`config.mk`:
```
export PLATFORM = sky130hd
export DESIGN_NAME = excl_monitor
export DESIGN_NICKNAME = d
export VERILOG_FILES = /design/src/rtl/excl_pkg.sv /design/src/rtl/excl_resv.sv /design/src/rtl/excl_ctrl.sv /design/src/rtl/excl_monitor.sv
export SDC_FILE = /design/constraint.sdc
export NUM_CORES = 1
export LEC_CHECK = 0
export BUFFER_PORTS_ARGS = -buffer_cell sky130_fd_sc_hd__buf_2
export CAP_MARGIN = 0
export CORE_ASPECT_RATIO = 1.4
export CORE_MARGIN = 2
export CORE_UTILIZATION = 50
export CTS_CLUSTER_DIAMETER = 150
export DETAILED_ROUTE_END_ITERATION = 7
export PLACE_DENSITY = 0.8
export RECOVER_POWER = 25
export SLEW_MARGIN = 20
export SYNTH_ARGS = -nofsm -noshare
export SYNTH_HDL_FRONTEND = slang
export SYNTH_HIERARCHICAL = 1
export SYNTH_SLANG_ARGS = --single-unit
```
`constraint.sdc`:
```
create_clock -name clk -period 3 [get_ports clk]
set_input_delay 0.3 -clock clk [delete_from_list [all_inputs] [get_ports clk]]
set_output_delay 0.3 -clock clk [all_outputs]
set_load 0.005 [all_outputs]
```
`src/rtl/excl_pkg.sv`:
```
package excl_pkg;

  // access size codes carried on req_size
  typedef enum logic [1:0] {
    SZ_BYTE = 2'd0,
    SZ_HALF = 2'd1,
    SZ_WORD = 2'd2,
    SZ_DBL  = 2'd3
  } acc_size_e;

  // request sequencing states
  typedef enum logic [1:0] {
    ST_IDLE = 2'd0,
    ST_GREQ = 2'd1,
    ST_GRSP = 2'd2,
    ST_RESP = 2'd3
  } ctl_state_e;

endpackage

```
`src/rtl/excl_resv.sv`:
```
module excl_resv
  import excl_pkg::*;
#(
  parameter int TAG_W = 26
) (
  input  logic             clk,
  input  logic             rst_n,
  input  logic             arm,
  input  logic             consume,
  input  logic             clr,
  input  logic [TAG_W-1:0] tag_in,
  input  acc_size_e        size_in,
  output logic             hit,
  output logic             held
);

  logic [TAG_W-1:0] tag_q;
  acc_size_e        size_q;
  logic             held_q;

  always_ff @(posedge clk or negedge rst_n) begin
    if (!rst_n) begin
      held_q <= 1'b0;
      tag_q  <= '0;
      size_q <= SZ_BYTE;
    end else if (clr || consume) begin
      held_q <= 1'b0;
    end else if (arm) begin
      held_q <= 1'b1;
      tag_q  <= tag_in;
      size_q <= size_in;
    end
  end

  assign hit  = held_q && (tag_q == tag_in) && (size_q == size_in);
  assign held = held_q;

  assert_clear_wins_R5: assert property (@(posedge clk) disable iff (!rst_n)
    clr |=> !held);
  assert_consume_R4: assert property (@(posedge clk) disable iff (!rst_n)
    consume |=> !held);
  assert_arm_R2: assert property (@(posedge clk) disable iff (!rst_n)
    (arm && !clr) |=> held);

endmodule

```
`src/rtl/excl_ctrl.sv`:
```
module excl_ctrl
  import excl_pkg::*;
(
  input  logic clk,
  input  logic rst_n,
  input  logic req_valid,
  input  logic req_op,
  input  logic req_shared,
  input  logic local_hit,
  input  logic gm_req_ready,
  input  logic gm_rsp_valid,
  input  logic gm_rsp_ok,
  input  logic rsp_ready,
  output logic req_ready,
  output logic accept,
  output logic rsp_valid,
  output logic rsp_status,
  output logic mem_we,
  output logic gm_req_valid,
  output logic gm_req_store
);

  ctl_state_e state_q;
  logic       is_store_q;
  logic       status_q;
  logic       we_q;

  assign req_ready = (state_q == ST_IDLE);
  assign accept    = req_valid && req_ready;

  always_ff @(posedge clk or negedge rst_n) begin
    if (!rst_n) begin
      state_q    <= ST_IDLE;
      is_store_q <= 1'b0;
      status_q   <= 1'b0;
      we_q       <= 1'b0;
    end else begin
      we_q <= 1'b0;
      unique case (state_q)
        ST_IDLE: if (accept) begin
          is_store_q <= req_op;
          if (req_shared && (!req_op || local_hit)) begin
            state_q <= ST_GREQ;
          end else begin
            state_q  <= ST_RESP;
            status_q <= req_op && !local_hit;
            we_q     <= req_op && local_hit;
          end
        end
        ST_GREQ: if (gm_req_ready) state_q <= ST_GRSP;
        ST_GRSP: if (gm_rsp_valid) begin
          state_q  <= ST_RESP;
          status_q <= is_store_q && !gm_rsp_ok;
          we_q     <= is_store_q && gm_rsp_ok;
        end
        ST_RESP: if (rsp_ready) state_q <= ST_IDLE;
        default: state_q <= ST_IDLE;
      endcase
    end
  end

  assign rsp_valid    = (state_q == ST_RESP);
  assign rsp_status   = status_q;
  assign mem_we       = we_q;
  assign gm_req_valid = (state_q == ST_GREQ);
  assign gm_req_store = is_store_q;

  assert_we_success_R6: assert property (@(posedge clk) disable iff (!rst_n)
    mem_we |-> (rsp_valid && !rsp_status));
  assert_we_pulse_R6: assert property (@(posedge clk) disable iff (!rst_n)
    mem_we |=> !mem_we);
  assert_local_latency_R6: assert property (@(posedge clk) disable iff (!rst_n)
    (accept && !req_shared) |=> rsp_valid);
  assert_rsp_hold_R7: assert property (@(posedge clk) disable iff (!rst_n)
    (rsp_valid && !rsp_ready) |=> (rsp_valid && $stable(rsp_status)));
  assert_one_flight_R7: assert property (@(posedge clk) disable iff (!rst_n)
    rsp_valid |-> !req_ready);
  assert_greq_hold_R8: assert property (@(posedge clk) disable iff (!rst_n)
    (gm_req_valid && !gm_req_ready) |=> (gm_req_valid && $stable(gm_req_store)));

endmodule

```
`src/rtl/excl_monitor.sv`:
```
module excl_monitor
  import excl_pkg::*;
#(
  parameter int ADDR_W     = 32,
  parameter int GRAN_BYTES = 64
) (
  input  logic              clk,
  input  logic              rst_n,
  input  logic              req_valid,
  output logic              req_ready,
  input  logic              req_op,
  input  logic [ADDR_W-1:0] req_addr,
  input  logic [1:0]        req_size,
  input  logic              req_shared,
  input  logic              clrex,
  output logic              rsp_valid,
  input  logic              rsp_ready,
  output logic              rsp_status,
  output logic              mem_we,
  output logic [ADDR_W-1:0] mem_addr,
  output logic              gm_req_valid,
  input  logic              gm_req_ready,
  output logic              gm_req_store,
  output logic [ADDR_W-1:0] gm_req_addr,
  input  logic              gm_rsp_valid,
  input  logic              gm_rsp_ok
);

  localparam int GRAN_W = (GRAN_BYTES > 1) ? $clog2(GRAN_BYTES) : 0;
  localparam int TAG_W  = ADDR_W - GRAN_W;

  logic              accept;
  logic              local_hit;
  logic              resv_held;
  logic [ADDR_W-1:0] addr_q;
  logic [TAG_W-1:0]  req_tag;

  generate
    if (GRAN_W > 0) begin : g_gran
      assign req_tag = req_addr[ADDR_W-1:GRAN_W];
    end else begin : g_byte
      assign req_tag = req_addr;
    end
  endgenerate

  excl_resv #(.TAG_W(TAG_W)) resv_i (
    .clk     (clk),
    .rst_n   (rst_n),
    .arm     (accept && !req_op),
    .consume (accept && req_op),
    .clr     (clrex),
    .tag_in  (req_tag),
    .size_in (acc_size_e'(req_size)),
    .hit     (local_hit),
    .held    (resv_held)
  );

  excl_ctrl ctrl_i (
    .clk          (clk),
    .rst_n        (rst_n),
    .req_valid    (req_valid),
    .req_op       (req_op),
    .req_shared   (req_shared),
    .local_hit    (local_hit),
    .gm_req_ready (gm_req_ready),
    .gm_rsp_valid (gm_rsp_valid),
    .gm_rsp_ok    (gm_rsp_ok),
    .rsp_ready    (rsp_ready),
    .req_ready    (req_ready),
    .accept       (accept),
    .rsp_valid    (rsp_valid),
    .rsp_status   (rsp_status),
    .mem_we       (mem_we),
    .gm_req_valid (gm_req_valid),
    .gm_req_store (gm_req_store)
  );

  always_ff @(posedge clk or negedge rst_n) begin
    if (!rst_n) addr_q <= '0;
    else if (accept) addr_q <= req_addr;
  end

  assign mem_addr    = addr_q;
  assign gm_req_addr = addr_q;

  assert_fail_without_resv_R3: assert property (@(posedge clk) disable iff (!rst_n)
    (accept && req_op && !req_shared && !resv_held) |=> (rsp_valid && rsp_status));
  assert_gaddr_hold_R8: assert property (@(posedge clk) disable iff (!rst_n)
    (gm_req_valid && !gm_req_ready) |=> $stable(gm_req_addr));

endmodule

```
==> run metrics <==
WL met1 between 2000 and 3000 um; proportion of synthesized chip area in sequential cells 49.2%; Gate Count Post-Synth 237; worst r2r src ctrl_i/state_q[1]; highest routed metal layer met4; Core Area between 6000 and 7000 um^2; worst hold start clrex; share of cells above drive strength 1 between 60% and 70%; final hold slack roughly 0.18 ns; CTS Buf Count 9; LEAKAGE 0.00193 uW; CP Max Fanout 19; Final Cycle Share about four fifths; initial antenna violation count 0; Final #Nets 377; first-pass GRT wire length a little over 9000 um; initial core utilization about 51%; WP buf/inv 2; total die area about 7400 um^2; Post-Syn Area per Cell approximately 14 um^2; most frequent cell after synthesis dfrtp_1; Tmin final between 2 and 2.5 ns; top cells by area, synth dfrtp_1, mux2_4, mux2_2; RSZ-0062 raised after global routing no; WL/cell around 14 um; 1st-pass router iterations 4; startpoint types flip-flop; DRT Wirelength around 5900 um; I/O Buffers approximately 110; clock skew 0.00655 ns; Post-route DRC 0; FF-to-FF End resv_i/tag_q[3]; Ys Warns 6; DR iter-0 viols 65; Final ANT Viol Nets 0; Hold Vio Cnt, Final 0; slowest CP cell dfrtp_1; GPL Wtd Cong roughly 0.8; Area Growth Syn to Fin 16.2%; clk slew on worst S/H paths ~0.080 ns; CTS sink cnt 66; number of flops mapped to enable cells by yosys 0; Final Max Tran Viols 0; Die X 73.3 um; largest incremental delay on the critical path about 0.41 ns; antenna cell count 0; via count ~2000; met2 WL slightly below 3000 um; aggregate global routing overflow 0; Seq cells post-synth 66; worst slew pin tran 1.11 ns; Post-Syn Nets roughly 290; pwr dens 1000 nW/um^2; setup total negative slack 0 ns; Crit path max-delay family simple AND/OR/NAND/NOR gates; max cap viols 0; post-DP HPWL between 4000 and 5000 um; Die Ht 101 um; Synth area leader dfrtp_1; vias in the first global route 1909; worst hold path class primary input to flip-flop; Hold Path Sink resv_i/held; CTS tree built; final setup fails 0; r2r setup slk between 0.6 and 0.7 ns; synthesized area 3360 um^2; met3 wire len between 200 and 300 um; hold depth 2; # rows 35; Post-CTS Setup Inserts 0; GRT Total Usage between 10% and 20%; critical path type flip-flop to flip-flop; FF-to-FF path depth 7; CTS Root Cell clkbuf_8; post-synth top area share ~50%; outcome complete, no violations; Clock Latency Late Sink approximately 0.34 ns; io pins 114; Via density about 4.9; top_reg_cell synth dfrtp_1; ys async rst share 100%; Longest Clk Path Bufs 2; synth unique cells 28; slew margin rel. about a quarter; cell breakdown of the critical path inv_1, ha_1, and2_2, nor2b_1, nor3b_4, buf_4, mux2_2; top cells by count, synth dfrtp_1, buf_4, mux2_2; pin count of the biggest net entering global routing 47; H-tree levels 3; peak supply drop around 530 uV; crit path DAT ~2.6 ns; Worst Path Required 3.22 ns; Fmax around 420 MHz; nature of the critical path endpoint flip-flop
==> stage by stage <==
| step | area [um^2] | total power [uW] | instances | utilization (%) | setup WS [ns] |
|---|---|---|---|---|---|
| 6_report | 3900 | 3900 | 407 | 59.8 | 0.603 |
| 3_5_place_dp | 3720 | 3270 | 390 | 57.0 | 0.596 |
| 5_1_grt | 3900 | 4210 | 407 | 59.8 | 0.398 |
| 4_1_cts | 3900 | 3960 | 406 | 59.8 | 0.572 |
| 2_1_floorplan | 3360 | 2950 | 237 | - | 0.704 |
| 3_3_place_gp | 3720 | 3220 | 390 | 57.0 | 0.705 |
==> how the worst max path moves through the flow <==
stage	start	end	slack [ns]	cells past startpoint
floorplan	ctrl_i/state_q[0]	resv_i/size_q[0]	0.70	10
finish	ctrl_i/state_q[1]	resv_i/tag_q[3]	0.60	7
global placement	ctrl_i/state_q[0]	resv_i/size_q[0]	0.70	7
CTS	ctrl_i/state_q[1]	resv_i/tag_q[3]	0.57	7
global route	ctrl_i/state_q[1]	resv_i/tag_q[2]	0.40	7
detailed placement	ctrl_i/state_q[1]	resv_i/tag_q[9]	0.60	7
==> timing repair <==
action,CTS,global route
resized for setup,0,0
hold buffers,0,1
hold endpoints to repair,0,40
==> flip-flops by register name, indices dropped and copies added, names as in the netlist <==
name and cells:
ctrl_i/rsp_status 1, resv_i/tag_q 26, resv_i/held 1, ctrl_i/gm_req_store 1
gm_req_addr 32, ctrl_i/mem_we 1, resv_i/size_q 2, ctrl_i/state_q 2
==> logic make-up after synthesis <==
kind of cell	count (synthesis)	share of synthesized area, %
adders and majority gates	5	1.86
buffers and inverters	45	10.8
xor gates and xnor gates	28	7.30
AOI/OAI and AO/OA	6	1.71
muxes	64	24.6
DFF	66	49.2
and+or+nand+nor	23	4.51
==> worst reg2reg max path: cells and delay by family, from the launching register on <==
kind / cells / cell delay (ns)
muxes: 1 / 0.38
buffers and inverters: 2 / 0.42
DFF: 1 / 0.41
and+or+nand+nor: 3 / 0.80
adders and majority gates: 1 / 0.27
==> layout by cell type, fill, tap and decap left out, types with 2 or more instances in the layout <==
master	Yosys	layout
buf_2	0	111
buf_4	32	4
clkbuf_1	0	2
clkbuf_8	0	9
clkinvlp_4	0	3
dfrtp_1	66	66
ha_1	5	5
inv_1	6	6
inv_6	0	2
mux2_2	32	32
mux2_4	29	29
mux2i_1	2	2
nand3_1	3	3
nand4_1	4	4
nor2_1	3	3
nor3_1	2	2
nor4_1	4	4
o21ai_0	3	3
xnor2_1	9	9
xor2_1	19	19
==> power breakdown <==
| group | internal (uW) | total, uW | leakage (uW) | switching, uW |
|---|---|---|---|---|
| combinational | 1010 | 1630 | 0.00105 | 614 |
| sequential | 1330 | 1620 | 0.000800 | 293 |
| clock | 305 | 659 | 0.0000822 | 354 |
| total | 2640 | 3900 | 0.00193 | 1260 |
==> final cells by class <==
cell class / count / area [um^2]
Tap cell: 74 / 92.6
Sequential cell: 66 / 1650
Multi-Input combinational cell: 126 / 1350
Clock inverter: 7 / 53.8
Timing Repair Buffer: 119 / 608
Fill cell: 518 / 2620
Inverter: 6 / 22.5
Clock buffer: 9 / 124
==> metal layers <==
metal,GRT usage (%),vias to the layer above
li1,-,964
met1,21.2,952
met2,27.2,66
met3,4.70,6
met4,6.84,0
met5,0,-
(Power assumes the default switching activity.)
